===== src/rtl/cam_pkg.sv =====
package cam_pkg;
   // Implementation style of the highest-index encoder
   typedef enum logic {
      ENC_LINEAR = 1'b0,
      ENC_TREE   = 1'b1
   } cam_enc_e;
endpackage


===== src/rtl/cam_store.sv =====
module cam_store #(
   parameter int DEPTH = 64,
   parameter int WIDTH = 32,
   localparam int AW   = $clog2(DEPTH)
) (
   input  logic                        clk,
   input  logic                        rst_n,
   input  logic                        wr_en,
   input  logic [AW-1:0]               wr_addr,
   input  logic [WIDTH-1:0]            wr_data,
   input  logic                        inv_en,
   input  logic [AW-1:0]               inv_addr,
   output logic [DEPTH-1:0][WIDTH-1:0] words,
   output logic [DEPTH-1:0]            flags
);
   always_ff @(posedge clk) begin
      if (wr_en) words[wr_addr] <= wr_data;
   end

   // invalidate is applied after write, so it wins on a shared address
   always_ff @(posedge clk or negedge rst_n) begin
      if (!rst_n) begin
         flags <= '0;
      end else begin
         if (wr_en)  flags[wr_addr]  <= 1'b1;
         if (inv_en) flags[inv_addr] <= 1'b0;
      end
   end
endmodule


===== src/rtl/cam_match_lines.sv =====
module cam_match_lines #(
   parameter int DEPTH = 64,
   parameter int WIDTH = 32
) (
   input  logic [DEPTH-1:0][WIDTH-1:0] words,
   input  logic [DEPTH-1:0]            flags,
   input  logic [WIDTH-1:0]            key,
   input  logic [WIDTH-1:0]            mask,
   output logic [DEPTH-1:0]            lines
);
   for (genvar r = 0; r < DEPTH; r++) begin : g_row
      assign lines[r] = flags[r] & ~|((words[r] ^ key) & mask);
   end
endmodule


===== src/rtl/cam_prio_enc.sv =====
module cam_prio_enc
   import cam_pkg::*;
#(
   parameter int       N     = 64,
   parameter cam_enc_e STYLE = ENC_TREE,
   parameter int       GROUP = 8,
   localparam int      AW    = $clog2(N)
) (
   input  logic [N-1:0]  req,
   output logic          any,
   output logic [AW-1:0] idx
);
   if (STYLE == ENC_LINEAR) begin : g_linear
      always_comb begin
         any = |req;
         idx = '0;
         for (int i = 0; i < N; i++) begin
            if (req[i]) idx = AW'(i);
         end
      end
   end else begin : g_tree
      localparam int NG  = N / GROUP;
      localparam int GW  = $clog2(GROUP);
      localparam int GAW = $clog2(NG);

      if (NG < 2 || N % GROUP != 0 || (GROUP & (GROUP - 1)) != 0 || GROUP < 2) begin : g_bad
         $error("cam_prio_enc: GROUP must be a power of two dividing N at least twice");
      end

      function automatic logic [GW-1:0] top_in_group(input logic [GROUP-1:0] v);
         logic [GW-1:0] t;
         t = '0;
         for (int i = 0; i < GROUP; i++) begin
            if (v[i]) t = GW'(i);
         end
         return t;
      endfunction

      logic [NG-1:0]         grp_any;
      logic [NG-1:0][GW-1:0] grp_idx;

      for (genvar g = 0; g < NG; g++) begin : g_grp
         assign grp_any[g] = |req[g*GROUP +: GROUP];
         assign grp_idx[g] = top_in_group(req[g*GROUP +: GROUP]);
      end

      always_comb begin
         any = |grp_any;
         idx = '0;
         for (int g = 0; g < NG; g++) begin
            if (grp_any[g]) idx = {GAW'(g), grp_idx[g]};
         end
      end
   end
endmodule


===== src/rtl/masked_cam.sv =====
module masked_cam
   import cam_pkg::*;
#(
   parameter int       DEPTH     = 64,
   parameter int       WIDTH     = 32,
   parameter cam_enc_e ENC_STYLE = ENC_TREE,
   parameter int       ENC_GROUP = 8,
   localparam int      AW        = $clog2(DEPTH)
) (
   input  logic             clk,
   input  logic             rst_n,
   input  logic             wr_en,
   input  logic [AW-1:0]    wr_addr,
   input  logic [WIDTH-1:0] wr_data,
   input  logic             inv_en,
   input  logic [AW-1:0]    inv_addr,
   input  logic             rd_en,
   input  logic [AW-1:0]    rd_addr,
   output logic             rd_ack,
   output logic [WIDTH-1:0] rd_data,
   output logic             rd_flag,
   input  logic             srch_en,
   input  logic [WIDTH-1:0] srch_key,
   input  logic [WIDTH-1:0] srch_mask,
   output logic             srch_ack,
   output logic             srch_hit,
   output logic [AW-1:0]    srch_addr
);
   if (DEPTH < 2 || (DEPTH & (DEPTH - 1)) != 0) begin : g_bad_depth
      $error("masked_cam: DEPTH must be a power of two, at least 2");
   end
   if (WIDTH < 1) begin : g_bad_width
      $error("masked_cam: WIDTH must be positive");
   end

   logic [DEPTH-1:0][WIDTH-1:0] words;
   logic [DEPTH-1:0]            flags;
   logic [DEPTH-1:0]            lines;
   logic                        enc_any;
   logic [AW-1:0]               enc_idx;

   cam_store #(.DEPTH(DEPTH), .WIDTH(WIDTH)) u_store (
      .clk     (clk),
      .rst_n   (rst_n),
      .wr_en   (wr_en),
      .wr_addr (wr_addr),
      .wr_data (wr_data),
      .inv_en  (inv_en),
      .inv_addr(inv_addr),
      .words   (words),
      .flags   (flags)
   );

   cam_match_lines #(.DEPTH(DEPTH), .WIDTH(WIDTH)) u_lines (
      .words(words),
      .flags(flags),
      .key  (srch_key),
      .mask (srch_mask),
      .lines(lines)
   );

   cam_prio_enc #(.N(DEPTH), .STYLE(ENC_STYLE), .GROUP(ENC_GROUP)) u_enc (
      .req(lines),
      .any(enc_any),
      .idx(enc_idx)
   );

   always_ff @(posedge clk or negedge rst_n) begin
      if (!rst_n) begin
         rd_ack    <= 1'b0;
         rd_data   <= '0;
         rd_flag   <= 1'b0;
         srch_ack  <= 1'b0;
         srch_hit  <= 1'b0;
         srch_addr <= '0;
      end else begin
         rd_ack   <= rd_en;
         srch_ack <= srch_en;
         if (rd_en) begin
            rd_data <= words[rd_addr];
            rd_flag <= flags[rd_addr];
         end
         srch_hit  <= srch_en & enc_any;
         srch_addr <= (srch_en && enc_any) ? enc_idx : '0;
      end
   end
endmodule


===== config.mk =====
export PLATFORM = sky130hd
export DESIGN_NAME = masked_cam
export DESIGN_NICKNAME = d
export VERILOG_FILES = /design/src/rtl/cam_pkg.sv /design/src/rtl/cam_store.sv /design/src/rtl/cam_match_lines.sv /design/src/rtl/cam_prio_enc.sv /design/src/rtl/masked_cam.sv
export SDC_FILE = /design/constraint.sdc
export NUM_CORES = 2
export LEC_CHECK = 0
export BUFFER_PORTS_ARGS = -buffer_cell sky130_fd_sc_hd__buf_2
export CORE_UTILIZATION = 45
export DETAILED_ROUTE_END_ITERATION = 10
export HOLD_SLACK_MARGIN = 0.15
export PLACE_DENSITY = 0.64
export SKIP_LAST_GASP = 1
export SYNTH_ARGS = -nofsm -noshare
export SYNTH_HDL_FRONTEND = slang
export SYNTH_SLANG_ARGS = --single-unit

===== constraint.sdc =====
create_clock -name clk -period 7.9 [get_ports clk]
set_input_delay 0.395 -clock clk [delete_from_list [all_inputs] [get_ports clk]]
set_output_delay 0.395 -clock clk [all_outputs]
set_load 0.02 [all_outputs]

==> flow_summary_export.csv <==
group,metric,value,unit
synthesis,synth_top_cell_by_area,"edfxtp_1",
timing,grt_setup_unrepaired,"no",
min_path,whs_path_depth,1,
power_and_ir_drop,p_per_area,223,mW/mm^2
place,port_buffers,161,
detailed_routing,drtPass1Iterations,9,
setup_path,rr_startpoint,"u_store.words[723]",
timing,tightestPinTransition,1360,ps
setup_path,cp_max_fo,34,
synthesis,synth.area.top_cells,"edfxtp_1, xor2_1, mux4_2, a22oi_1, dfrtp_1",
timing,setup_tns,0,ps
setup_path,crit_chain,"buf_4 -> buf_4 -> xor2_1 -> a22o_1 -> a221oi_1 -> nand3_1 -> nor3_1 -> nand4_1 -> nand4_1 -> nor2_2 -> o21ai_1 -> a41oi_1 -> o311a_1 -> o311a_1",
global_route,grt_max_degree,104,
timing,slew_headroom,9.38,%
finish,syn2layout_area_growth,10.8,%
global_route,grt_pass1_wl,706,mm
cts,tritoncts,"built",
outcome,status,"finished, final reports clean",
place,place_congestion,1.04,
synthesis,synth_edf_count,2048,
die,core,0.251,sq mm
setup_path,startpoint,"srch_key[0]",
setup_path,critPathCapture,"srch_addr[0]",
die,row_count,184,
timing,period_needed,4650,ps
detailed_routing,dr_total_vias,79061,
setup_path,endpoint_kind,"register",
finish,layout-drive-gt1-share,21.0,%
synthesis,ys_seq_area_share,56.4,%
synthesis,ys_ff_latch,2154,
die,die_width,505,um
finish,final_nets,7388,
synthesis,synth_area,0.114,sq mm
die,io_pins,162,
setup_path,path_class,"in -> reg",
detailed_routing,vias_per_cell,7.29,
detailed_routing,drtAntennaViolNets,0,
setup_path,cp_slowest_cell,"buf_4",
timing,finalMaxSlewViolations,0,
finish,nFillCells,20851,
synthesis,syn_avg_cell_area,15.7,sq um
detailed_routing,drt_iter0_drc,15298,
cts,clk_pin_slew,60,ps
place,dp_hpwl,361,mm
timing,hold_viol_final,0,
synthesis,synth_ff_type,"edfxtp_1",
timing,finClkSkew,32.8,ps
timing,finalCritPeriodShare,58.9,%
synthesis,syn_inst,7235,
global_route,gr-total-overflow,0,
cts,clk_latency,930,ps
synthesis,yosys_warnings,0,
finish,finalNonFillerCells,10845,
global_route,track_usage,41.5,%
die,fp.dieH,505,um
detailed_routing,wl,538,mm
cts,numCtsBuffers,233,
cts,htree_num_levels,4,
synthesis,synth_async_sr_flop_share,4.92,%
place,placedCellCount,10350,
synthesis,syn-num-nets,7355,
timing,finalSetupViolCount,0,
min_path,hold_path.class,"in -> reg",
global_route,grt_pass1_vias,74652,
setup_path,crit_arrival,5460,ps
setup_path,slowest_delay,730,ps
cts,clock_sinks,2154,
detailed_routing,routedWlPerCell,49.6,um
die,initial_utilization,45.3,%
setup_path,start_kind,"input pin",
synthesis,synth.distinct_cells,64,
die,die_area,0.255,sq mm
setup_path,crit_required,8700,ps
synthesis,yosysTopAreaCellShare,54.1,%
power_and_ir_drop,peakVddDrop,284,uV
power_and_ir_drop,p_leak,42.8,nW
setup_path,r2r_end,"srch_addr[0]",
run,cap_violations,0,
global_route,antenna_found_initial,86,
setup_path,reg2reg_slack,3630,ps
detailed_routing,drc,0,
cts,clockBufferDepth,3,
setup_path,reg2regPathDepth,11,
timing,max_freq,215,MHz
cts,clock-root-buffer,"clkbuf_16",
[layout by cell type, fill, tap and decap left out, drive strengths merged, types with 5 or more instances in the layout]
cell	count
a21boi	6
a21oi	37
a221oi	225
a222oi	64
a22o	225
a22oi	446
buf	389
bufinv	24
clkbuf	302
clkinv	92
clkinvlp	10
dfrtp	106
diode	28
dlygate4sd3	30
edfxtp	2048
inv	22
mux2	33
mux4	693
nand2	103
nand3	135
nand3b	7
nand4	141
nor2	116
nor2b	8
nor3	36
nor4	5
o21ai	13
o22a	31
or4	25
xor2	2048
[power breakdown]
group | internal, mW | switching [mW] | leakage [nW]
clock network | 6.46 | 4.91 | 3.80
logic | 1.15 | 2.72 | 19.3
registers | 12.7 | 0.186 | 19.8
[per-stage QoR]
stage	total power [mW]	hold WS, ps	area, sq um	setup slack [ps]	util (%)
3_3_place_gp	16.7	471	118000	2330	46.9
6_report	28.1	213	126000	3250	50.1
5_1_grt	28.4	209	126000	3410	50.1
4_1_cts	27.9	162	126000	3400	50.1
3_5_place_dp	16.7	480	118000	2460	46.9
2_1_floorplan	14.9	99.4	114000	4650	-
[worst max-delay path, delay by kind of cell]
kind            cells  cell delay, ps
compound gates      6            2230
xor+xnor            1             140
buf+inv             2            1280
simple gates        5            1260
[flip-flops by register name (all words and copies together), names as in the netlist]
| register | count |
|---|---|
| u_store.words | 2048 |
| u_store.flags | 64 |
| rd_data | 32 |
| srch_addr | 6 |
| rd_ack | 1 |
| rd_flag | 1 |
| srch_ack | 1 |
| srch_hit | 1 |
[cell type report]
| type | instances | area [sq um] | area share, % |
|---|---|---|---|
| Antenna cell | 28 | 70.1 | 0.0556 |
| Clock buffer | 302 | 6380 | 5.06 |
| Clock inverter | 134 | 1400 | 1.11 |
| Inverter | 14 | 52.6 | 0.0417 |
| Multi-Input combinational cell | 4446 | 46300 | 36.8 |
| Sequential cell | 2154 | 64200 | 50.9 |
| Tap cell | 3348 | 4190 | 3.33 |
| Timing Repair Buffer | 419 | 3340 | 2.65 |
[Yosys cell counts (all sizes together) (3+ instances only)]
master     n
nor3      36
nor4       5
o22a      31
or4       25
nor2     116
a22o     225
o311a      3
a31oi      3
a22oi    446
o41ai      3
xor2    2048
nand3b     7
dfrtp    106
nor2b      8
or3        3
mux4     693
nand3    135
inv       14
mux2      33
nand4    141
nand2    103
a221oi   225
nor3b      3
a211oi     3
or3b       3
nand2b     3
buf      392
clkbuf   229
a21oi     37
or2        3
edfxtp  2048
a222oi    64
a21boi     6
o21ai     13
[cell families (layout without fill, tap and decap cells)]
family | count (synthesis) | after routing | share of synthesized area (%)
compound gates | 1072 | 1072 | 7.75
xor+xnor | 2048 | 2048 | 15.8
buf+inv | 635 | 869 | 3.27
flops | 2154 | 2154 | 56.4
mux | 727 | 727 | 14.1
other cells | 0 | 28 | 0
simple gates | 599 | 599 | 2.72
[routing by layer]
metal  track usage, %  wire length [um]
met4             30.4             48600
met5                0               515
met1             51.6            183000
met3             15.2             79600
met2             59.4            227000
[worst min path at each step]
stage	from	to	slack [ps]
after floorplan	rst_n	rd_ack	100
after global placement	rst_n	rd_data[16]	470
after detailed placement	rst_n	rd_data[16]	480
after CTS	inv_addr[5]	u_store.flags[41]	160
after global routing	wr_data[27]	u_store.words[379]	210
final	wr_data[27]	u_store.words[347]	210
[what timing repair did]
action	CTS	global route
hold endpoints to repair	397	0
hold buffers	31	0
setup buffers	0	0
setup endpoints to repair	0	0
gates resized for setup	0	0
(Power assumes the default switching activity.)
